===== src/rtl/sps_pkg.sv =====
package sps_pkg;
  typedef enum logic {
    OWN_PLAY = 1'b0,
    OWN_HOST = 1'b1
  } owner_e;
endpackage


===== src/rtl/sps_addr_gen.sv =====
module sps_addr_gen #(
  parameter int AW = 21
) (
  input  logic          clk,
  input  logic          rst,
  input  logic          run,
  input  logic [AW-1:0] tc,
  output logic [AW-1:0] addr,
  output logic          at_end
);
  localparam logic [AW-1:0] ONE = AW'(1);

  // ">=" rather than "==" so a lowered count still wraps
  assign at_end = (addr >= tc);

  always_ff @(posedge clk) begin
    if (rst || !run) addr <= '0;
    else if (at_end) addr <= '0;
    else             addr <= addr + ONE;
  end

  a_r2_step: assert property (@(posedge clk) disable iff (rst)
    (run && !at_end) |=> (addr == $past(addr) + ONE));
  a_r4_wrap: assert property (@(posedge clk) disable iff (rst)
    (run && at_end) |=> (addr == '0));
  a_r8_park_zero: assert property (@(posedge clk) disable iff (rst)
    !run |=> (addr == '0));
endmodule


===== src/rtl/sps_arbiter.sv =====
module sps_arbiter
  import sps_pkg::*;
(
  input  logic   clk,
  input  logic   rst,
  input  logic   host_req,
  input  logic   at_end,
  output owner_e owner
);
  owner_e owner_nx;

  always_comb begin
    owner_nx = owner;
    unique case (owner)
      OWN_PLAY: if (at_end && host_req) owner_nx = OWN_HOST;
      OWN_HOST: if (!host_req)          owner_nx = OWN_PLAY;
      default:                          owner_nx = OWN_PLAY;
    endcase
  end

  always_ff @(posedge clk) begin
    if (rst) owner <= OWN_PLAY;
    else     owner <= owner_nx;
  end

  a_r6_grant_at_wrap: assert property (@(posedge clk) disable iff (rst)
    (owner == OWN_PLAY && !at_end) |=> (owner == OWN_PLAY));
  a_r6_grant_held: assert property (@(posedge clk) disable iff (rst)
    (owner == OWN_HOST && host_req) |=> (owner == OWN_HOST));
  a_r8_release: assert property (@(posedge clk) disable iff (rst)
    (owner == OWN_HOST && !host_req) |=> (owner == OWN_PLAY));
endmodule


===== src/rtl/sps_bus_mux.sv =====
module sps_bus_mux
  import sps_pkg::*;
#(
  parameter int AW   = 21,
  parameter int DW   = 8,
  parameter int NDEV = 2,
  localparam int SW  = DW * NDEV
) (
  input  owner_e        owner,
  input  logic [AW-1:0] play_addr,
  input  logic [AW-1:0] host_addr,
  input  logic          host_valid,
  input  logic [SW-1:0] host_data,
  output logic          host_ready,
  output logic [AW-1:0] mem_addr,
  output logic          mem_we,
  output logic [SW-1:0] mem_wdata,
  input  logic [SW-1:0] mem_rdata,
  output logic [SW-1:0] rd_word
);
  logic host_side;
  assign host_side  = (owner == OWN_HOST);
  assign host_ready = host_side;
  assign mem_addr   = host_side ? host_addr : play_addr;
  assign mem_we     = host_side && host_valid;

  // one byte lane per device; lane k feeds bits [k*DW +: DW]
  for (genvar k = 0; k < NDEV; k++) begin : g_lane
    assign mem_wdata[k*DW +: DW] = host_data[k*DW +: DW];
    assign rd_word[k*DW +: DW]   = mem_rdata[k*DW +: DW];
  end

  always_comb begin
    if (!host_side) a_r7_no_write_in_play: assert (!mem_we && !host_ready);
  end
endmodule


===== src/rtl/sps_out_stage.sv =====
module sps_out_stage
  import sps_pkg::*;
#(
  parameter int          SW       = 16,
  parameter logic [SW-1:0] IDLE_RST = '0
) (
  input  logic          clk,
  input  logic          rst,
  input  owner_e        owner,
  input  logic [SW-1:0] rd_word,
  input  logic          addr_zero,
  input  logic [SW-1:0] idle_word,
  output logic [SW-1:0] sync_out,
  output logic          frame_start
);
  always_ff @(posedge clk) begin
    if (rst) begin
      sync_out    <= IDLE_RST;
      frame_start <= 1'b0;
    end else if (owner == OWN_HOST) begin
      sync_out    <= idle_word;
      frame_start <= 1'b0;
    end else begin
      sync_out    <= rd_word;
      frame_start <= addr_zero;
    end
  end

  a_r3_follow: assert property (@(posedge clk) disable iff (rst)
    (owner == OWN_PLAY) |=> (sync_out == $past(rd_word)));
  a_r10_idle: assert property (@(posedge clk) disable iff (rst)
    (owner == OWN_HOST) |=> (sync_out == $past(idle_word) && !frame_start));
  a_r5_single: assert property (@(posedge clk) disable iff (rst)
    frame_start |=> !frame_start);
endmodule


===== src/rtl/sync_pattern_player.sv =====
module sync_pattern_player
  import sps_pkg::*;
#(
  parameter int AW   = 21,
  parameter int DW   = 8,
  parameter int NDEV = 2,
  parameter int DEF_TC = 1116666,
  parameter logic [DW*NDEV-1:0] IDLE_RST = '0,
  localparam int SW  = DW * NDEV
) (
  input  logic          clk,
  input  logic          rst,
  input  logic          host_req,
  output logic          host_grant,
  input  logic          host_wr_valid,
  output logic          host_wr_ready,
  input  logic [AW-1:0] host_wr_addr,
  input  logic [SW-1:0] host_wr_data,
  input  logic          cfg_tc_we,
  input  logic [AW-1:0] cfg_tc,
  input  logic          cfg_idle_we,
  input  logic [SW-1:0] cfg_idle,
  output logic [AW-1:0] mem_addr,
  output logic          mem_we,
  output logic [SW-1:0] mem_wdata,
  input  logic [SW-1:0] mem_rdata,
  output logic [SW-1:0] sync_out,
  output logic          frame_start
);
  localparam logic [AW-1:0] TC_RST = AW'(DEF_TC);

  logic [AW-1:0] tc_q;
  logic [SW-1:0] idle_q;
  logic [AW-1:0] play_addr;
  logic          at_end;
  logic [SW-1:0] rd_word;
  owner_e        owner;

  always_ff @(posedge clk) begin
    if (rst) begin
      tc_q   <= TC_RST;
      idle_q <= IDLE_RST;
    end else begin
      if (cfg_tc_we)   tc_q   <= cfg_tc;
      if (cfg_idle_we) idle_q <= cfg_idle;
    end
  end

  sps_addr_gen #(.AW(AW)) u_addr (
    .clk(clk), .rst(rst), .run(owner == OWN_PLAY), .tc(tc_q),
    .addr(play_addr), .at_end(at_end)
  );

  sps_arbiter u_arb (
    .clk(clk), .rst(rst), .host_req(host_req), .at_end(at_end), .owner(owner)
  );

  sps_bus_mux #(.AW(AW), .DW(DW), .NDEV(NDEV)) u_mux (
    .owner(owner), .play_addr(play_addr), .host_addr(host_wr_addr),
    .host_valid(host_wr_valid), .host_data(host_wr_data),
    .host_ready(host_wr_ready), .mem_addr(mem_addr), .mem_we(mem_we),
    .mem_wdata(mem_wdata), .mem_rdata(mem_rdata), .rd_word(rd_word)
  );

  sps_out_stage #(.SW(SW), .IDLE_RST(IDLE_RST)) u_out (
    .clk(clk), .rst(rst), .owner(owner), .rd_word(rd_word),
    .addr_zero(play_addr == '0), .idle_word(idle_q),
    .sync_out(sync_out), .frame_start(frame_start)
  );

  assign host_grant = (owner == OWN_HOST);

  a_r9_tc_load: assert property (@(posedge clk) disable iff (rst)
    cfg_tc_we |=> (tc_q == $past(cfg_tc)));
  a_r7_we_follows_valid: assert property (@(posedge clk) disable iff (rst)
    host_grant |-> (mem_we == host_wr_valid && mem_addr == host_wr_addr));
endmodule


===== config.mk =====
export PLATFORM = sky130hd
export DESIGN_NAME = sync_pattern_player
export DESIGN_NICKNAME = d
export VERILOG_FILES = /design/src/rtl/sps_pkg.sv /design/src/rtl/sps_addr_gen.sv /design/src/rtl/sps_arbiter.sv /design/src/rtl/sps_bus_mux.sv /design/src/rtl/sps_out_stage.sv /design/src/rtl/sync_pattern_player.sv
export SDC_FILE = /design/constraint.sdc
export NUM_CORES = 1
export LEC_CHECK = 0
export ABC_AREA = 0
export BUFFER_PORTS_ARGS = -buffer_cell sky130_fd_sc_hd__buf_4
export CAP_MARGIN = 20
export CELL_PAD_IN_SITES_DETAIL_PLACEMENT = 0
export CELL_PAD_IN_SITES_GLOBAL_PLACEMENT = 1
export CORE_MARGIN = 4
export CORE_UTILIZATION = 25
export DETAILED_ROUTE_END_ITERATION = 12
export PLACE_DENSITY_LB_ADDON = 0.1
export SETUP_SLACK_MARGIN = 0.02
export SYNTH_ARGS = -nofsm -noshare
export SYNTH_HDL_FRONTEND = slang
export SYNTH_SLANG_ARGS = --single-unit

===== constraint.sdc =====
create_clock -name clk -period 2 [get_ports clk]
set_input_delay 0.1 -clock clk [delete_from_list [all_inputs] [get_ports clk]]
set_output_delay 0.1 -clock clk [all_outputs]
set_load 0.05 [all_outputs]

* Yosys cells after proc, flatten, opt, wreduce, memory -nomap -nowiden
Index checks and enable logic that the tools add are counted.
** Storage, ports and cells
- Input bits :: 96
- Logic and storage cells :: 20
- Register bits after elaboration :: 76
- Output and inout port bits :: 57
** Operators by class
- Bitwise logic cells :: 1
- Multiplexer cells :: 5
- Order comparisons :: 1
- Add/subtract/negate cells :: 1
- Reduce and logical (&&, ||, !) cells :: 6
** Operator list (number)
- adder 21 x 1 -> 21 bit, second input constant :: 1
- >= comparator 21 bit :: 1
- zero test 21 bit :: 1
- two-way mux 21 bit :: 1
- two-way mux 16 bit :: 1
- OR reduction 2 bit :: 2
- logical AND 1 bit :: 2
- two-way mux 1 bit :: 2
- one-hot mux 1 bit (2 select lines) :: 1
- logical OR 1 bit :: 1
- inverter 1 bit :: 1

* Depth between registers and ports, before layout
- Depth in word-level cells :: 4
- Mapped depth :: 8
- Mapped depth without buffers :: 7

* Hierarchy
Synthesis repeated with hierarchy kept, for this count alone.
** Unflattened totals
- Cells, all modules :: 414
- Area total of the unflattened synthesis :: 4028.9 sq um
** Modules (own cells, without submodules)
- sps_addr_gen :: cells each 172, times used 1, area an instance 1501.4 sq um, seq. area each 420.4 sq um
- sync_pattern_player :: cells each 128, times used 1, area an instance 1368.8 sq um, seq. area each 740.7 sq um
- sps_out_stage :: cells each 54, times used 1, area an instance 609.3 sq um, seq. area each 340.3 sq um
- sps_bus_mux :: cells each 57, times used 1, area an instance 513.0 sq um, seq. area each 0.0 sq um
- sps_arbiter :: cells each 3, times used 1, area an instance 36.3 sq um, seq. area each 20.0 sq um

* Least setup slack after synthesis
No wires, ideal clock.
- Path kind :: reg-to-output
- From :: reg u_arb.owner
- To :: out mem_addr[0]
- Path buffers :: 2
- Data required time :: 1900 ps
- Stages on the path, launching flop included :: 4
- Data arrival time :: 2044 ps
- Path slack :: -144 ps
- Cells stage by stage :: dfxtp_1 -> clkbuf_1 -> clkbuf_1 -> o21ai_0
** Between the ends
- Cells in the longest elaborated chain, start to end :: 1
** Ends and longest elaborated chain
- start: declaration :: line sps_arbiter.sv:8 : output owner_e owner
- start signal: assignment :: line sps_arbiter.sv:23 : else owner <= owner_nx;
- two-way mux 21 bit :: line sps_bus_mux.sv:24 : assign mem_addr = host_side ? host_addr : play_addr;
- end: declaration :: line sync_pattern_player.sv:23 : output logic [AW-1:0] mem_addr,
No other way between the ends.

* Worst setup path in the final report
- From :: reg u_addr.addr[5]
- To :: reg u_addr.addr[2]
** Between the ends
- Cells in the longest elaborated chain, start to end :: 2
** Ends and longest elaborated chain
- start: declaration :: line sps_addr_gen.sv:8 : output logic [AW-1:0] addr,
- start signal: assignment :: line sps_addr_gen.sv:19 : else addr <= addr + ONE;
- >= comparator 21 bit :: line sps_addr_gen.sv:14 : assign at_end = (addr >= tc);
- OR reduction 2 bit (no line)
No other way between the ends.
A chain may end at the register's enable or synchronous reset.

==> out/results.tsv <==
metric	value	unit
overflow	0	
cts_tree	built	
timing.final.ws_setup	0.1589	ns
ff_latch_area	0.001525	sq mm
wl_per_cell	14.10	microns
die_area	0.01700	sq mm
crit_required	2.28	ns
hpwl	8194	microns
antenna_found_initial	0	
clk_path_buf_depth	2	
crit_type	reg2reg	
tightest_slew	0.4492	ns
antenna_cells	0	
initial_core_util	0.2567	
whs	0.01772	ns
clock-sinks	76	
postSynthCellCount	405	
grt_first_pass_wirelength	16920	microns
crit_path_max_fanout	6	
drive_above_1_share	0.3499	
cts_root_buf	clkbuf_16	
pre_cts_ws	0.02629	ns
cts_max_level	3	
place_congestion	0.7721	
cts_buffers	9	
slew_viol_final	0	
hold_viol_final	0	
fin_skew	0.003610	ns
power.leakage	2.681	nW
grt_pass1_vias	3378	
outcome	finished, final reports clean	
drc	0	
io_buffers	120	
worstSetupEndpointType	register	
grt_max_degree	34	
multi_input_area	0.001957	sq mm
ys_seq_area_frac	0.4063	
synth_area_per_cell	9.247	sq um
total_power	4.086	mW
die_x	130.4	microns
vias	3274	
ys_ff_latch	76	
fmax	0.5431	GHz
vias_per_cell	4.269	
nets	697	
core_area	0.01459	sq mm
io_pins	153	
grt_setup_unrepaired	false	
setup_viol	0	
yosysWarningCount	0	
ys_types	36	
peakVddDrop	0.4978	mV
cts.reportedPaths.clkPinSlew	0.06	ns
cap_violations	0	
synth_nets	524	
die_height	130.4	microns
final.period_utilization	0.9206	
syn_area	0.003745	sq mm
fill_cells	1480	
drt-initial-drc-count	111	
arrival	2.12	ns
period_needed	1.841	ns
drt_pass1_iterations	4	
rows	44	
postRouteAntennaNets	0	
worstSetupStartpointType	register	
clock_latency	0.34	ns
grt_util_all_layers	0.1295	
power.density	704.7	mW/mm^2
syn2layout_area_growth	54.83	%
wirelength	10810	microns
max_slew_margin	0.6963	
hp-class	in2reg	
-- per-stage QoR --
stage | instances | util | TNS [ns] | cell area, sq um
after floorplan | 405 | - | -0.4313 | 3745
after global placement | 697 | 0.3334 | 0 | 4865
after detailed placement | 697 | 0.3334 | 0 | 4865
after CTS | 764 | 0.3927 | 0 | 5729
after global routing | 767 | 0.3974 | 0 | 5798
final | 767 | 0.3974 | 0 | 5798
-- routing by layer --
layer	global-route usage	wire length, microns	part of all wire	up-vias
li1	-	-	-	1701
met1	0.1537	4781	0.44	1482
met2	0.2242	5288	0.49	79
met3	0.04350	637	0.059	12
met4	0.03569	106	0.0098	0
met5	0	0	0	-
-- synthesized netlist by cell type --
| cell type | number | area share |
|---|---|---|
| a21oi_1 | 9 | 0.012 |
| and4_1 | 1 | 0.0023 |
| or4_4 | 1 | 0.0030 |
| and4_2 | 1 | 0.0027 |
| nand2_1 | 23 | 0.023 |
| nand4_4 | 1 | 0.0057 |
| xnor2_1 | 8 | 0.019 |
| xor2_1 | 11 | 0.026 |
| or4_2 | 1 | 0.0023 |
| buf_4 | 18 | 0.036 |
| mux2i_1 | 43 | 0.11 |
| inv_1 | 27 | 0.027 |
| nand2b_1 | 1 | 0.0017 |
| nor2_1 | 68 | 0.068 |
| nand4_2 | 1 | 0.0033 |
| clkbuf_1 | 12 | 0.012 |
| o21ai_0 | 7 | 0.0094 |
| nor4b_1 | 1 | 0.0023 |
| and3_1 | 1 | 0.0017 |
| ha_1 | 23 | 0.077 |
| mux2_2 | 18 | 0.054 |
| a211oi_1 | 2 | 0.0040 |
| a2111oi_0 | 1 | 0.0023 |
| nand3_1 | 8 | 0.011 |
| dfxtp_1 | 76 | 0.41 |
| o211ai_1 | 13 | 0.026 |
| nor2_2 | 5 | 0.0084 |
| nor3_1 | 2 | 0.0027 |
| buf_1 | 2 | 0.0020 |
| o221ai_1 | 1 | 0.0023 |
| and2_1 | 1 | 0.0017 |
| o21a_1 | 1 | 0.0020 |
| nand4_1 | 7 | 0.012 |
| nor4_2 | 1 | 0.0033 |
| buf_2 | 5 | 0.0067 |
| nor4_1 | 4 | 0.0067 |
-- repair_timing --
action,4_1_cts,5_1_grt
resized for setup,1,12
setup endpoints to repair,17,21
endpoints found under the hold margin,51,0
buffers inserted,0,2
hold buffers,51,0
cloned,0,1
pin swaps,0,7
-- layout make-up --
class / instances / share of cell area
Timing Repair Buffer: 199 / 0.2820
Multi-Input combinational cell: 265 / 0.3375
Sequential cell: 76 / 0.2631
Clock inverter: 7 / 0.02136
Tap cell: 184 / 0.03971
Inverter: 27 / 0.01748
Clock buffer: 9 / 0.03884
-- logic make-up (layout without fill, tap and decap cells) --
family / Yosys count / in the layout / share of synthesized area
simple gates: 128 / 128 / 0.1614
flops: 76 / 76 / 0.4063
buf+inv: 64 / 242 / 0.08386
mux: 61 / 61 / 0.1691
compound gates: 34 / 34 / 0.05813
fa+ha+maj: 23 / 23 / 0.07685
xor+xnor: 19 / 19 / 0.04444
-- worst max-delay path: stages (launching register included) --
cell and delay, ns:
dfxtp_1 0.39, ha_1 0.25, a2111oi_2 0.42, o21a_1 0.20, o211ai_1 0.10, buf_4 0.17
buf_4 0.16, nor2_1 0.09
-- flip-flops by register name, summed over array words and instances, names as in the netlist --
name / flops
tc_q: 21
u_addr.addr: 21
idle_q: 16
u_out.sync_out: 16
u_arb.owner: 1
u_out.frame_start: 1
-- power breakdown --
group	total (mW)	internal (mW)	switching, mW
clock	1.92	1.23	0.688
combinational	0.553	0.288	0.265
sequential	1.62	1.58	0.0323
-- worst paths after layout --
path | start | slack [ns] | end | cells past startpoint
max | u_addr.addr[5] | 0.16 | u_addr.addr[2] | 7
max reg2reg | u_addr.addr[5] | 0.16 | u_addr.addr[2] | 7
min | mem_rdata[8] | 0.02 | u_out.sync_out[8] | 3
min reg2reg | u_addr.addr[0] | 0.45 | u_addr.addr[0] | 1
-- cells in the final DEF (no fill, tap or decap), types with 2 or more instances in the layout --
cell type / Yosys / routed
a21oi_1: 9 / 7
dfxtp_1: 76 / 73
ha_1: 23 / 22
mux2_2: 18 / 18
buf_4: 18 / 145
inv_1: 27 / 27
clkbuf_16: 0 / 9
nor2_2: 5 / 5
mux2i_1: 43 / 43
a211oi_2: 0 / 2
nor2_1: 68 / 68
nand3_1: 8 / 8
o211ai_1: 13 / 13
a21oi_2: 0 / 2
o21ai_0: 7 / 7
nor4_1: 4 / 4
clkinv_4: 0 / 2
dfxtp_2: 0 / 3
nand2_1: 23 / 23
xnor2_1: 8 / 8
dlygate4sd3_1: 0 / 51
bufinv_16: 0 / 3
nand4_1: 7 / 7
xor2_1: 11 / 11
No activity file was read; power rests on OpenSTA's default activity.
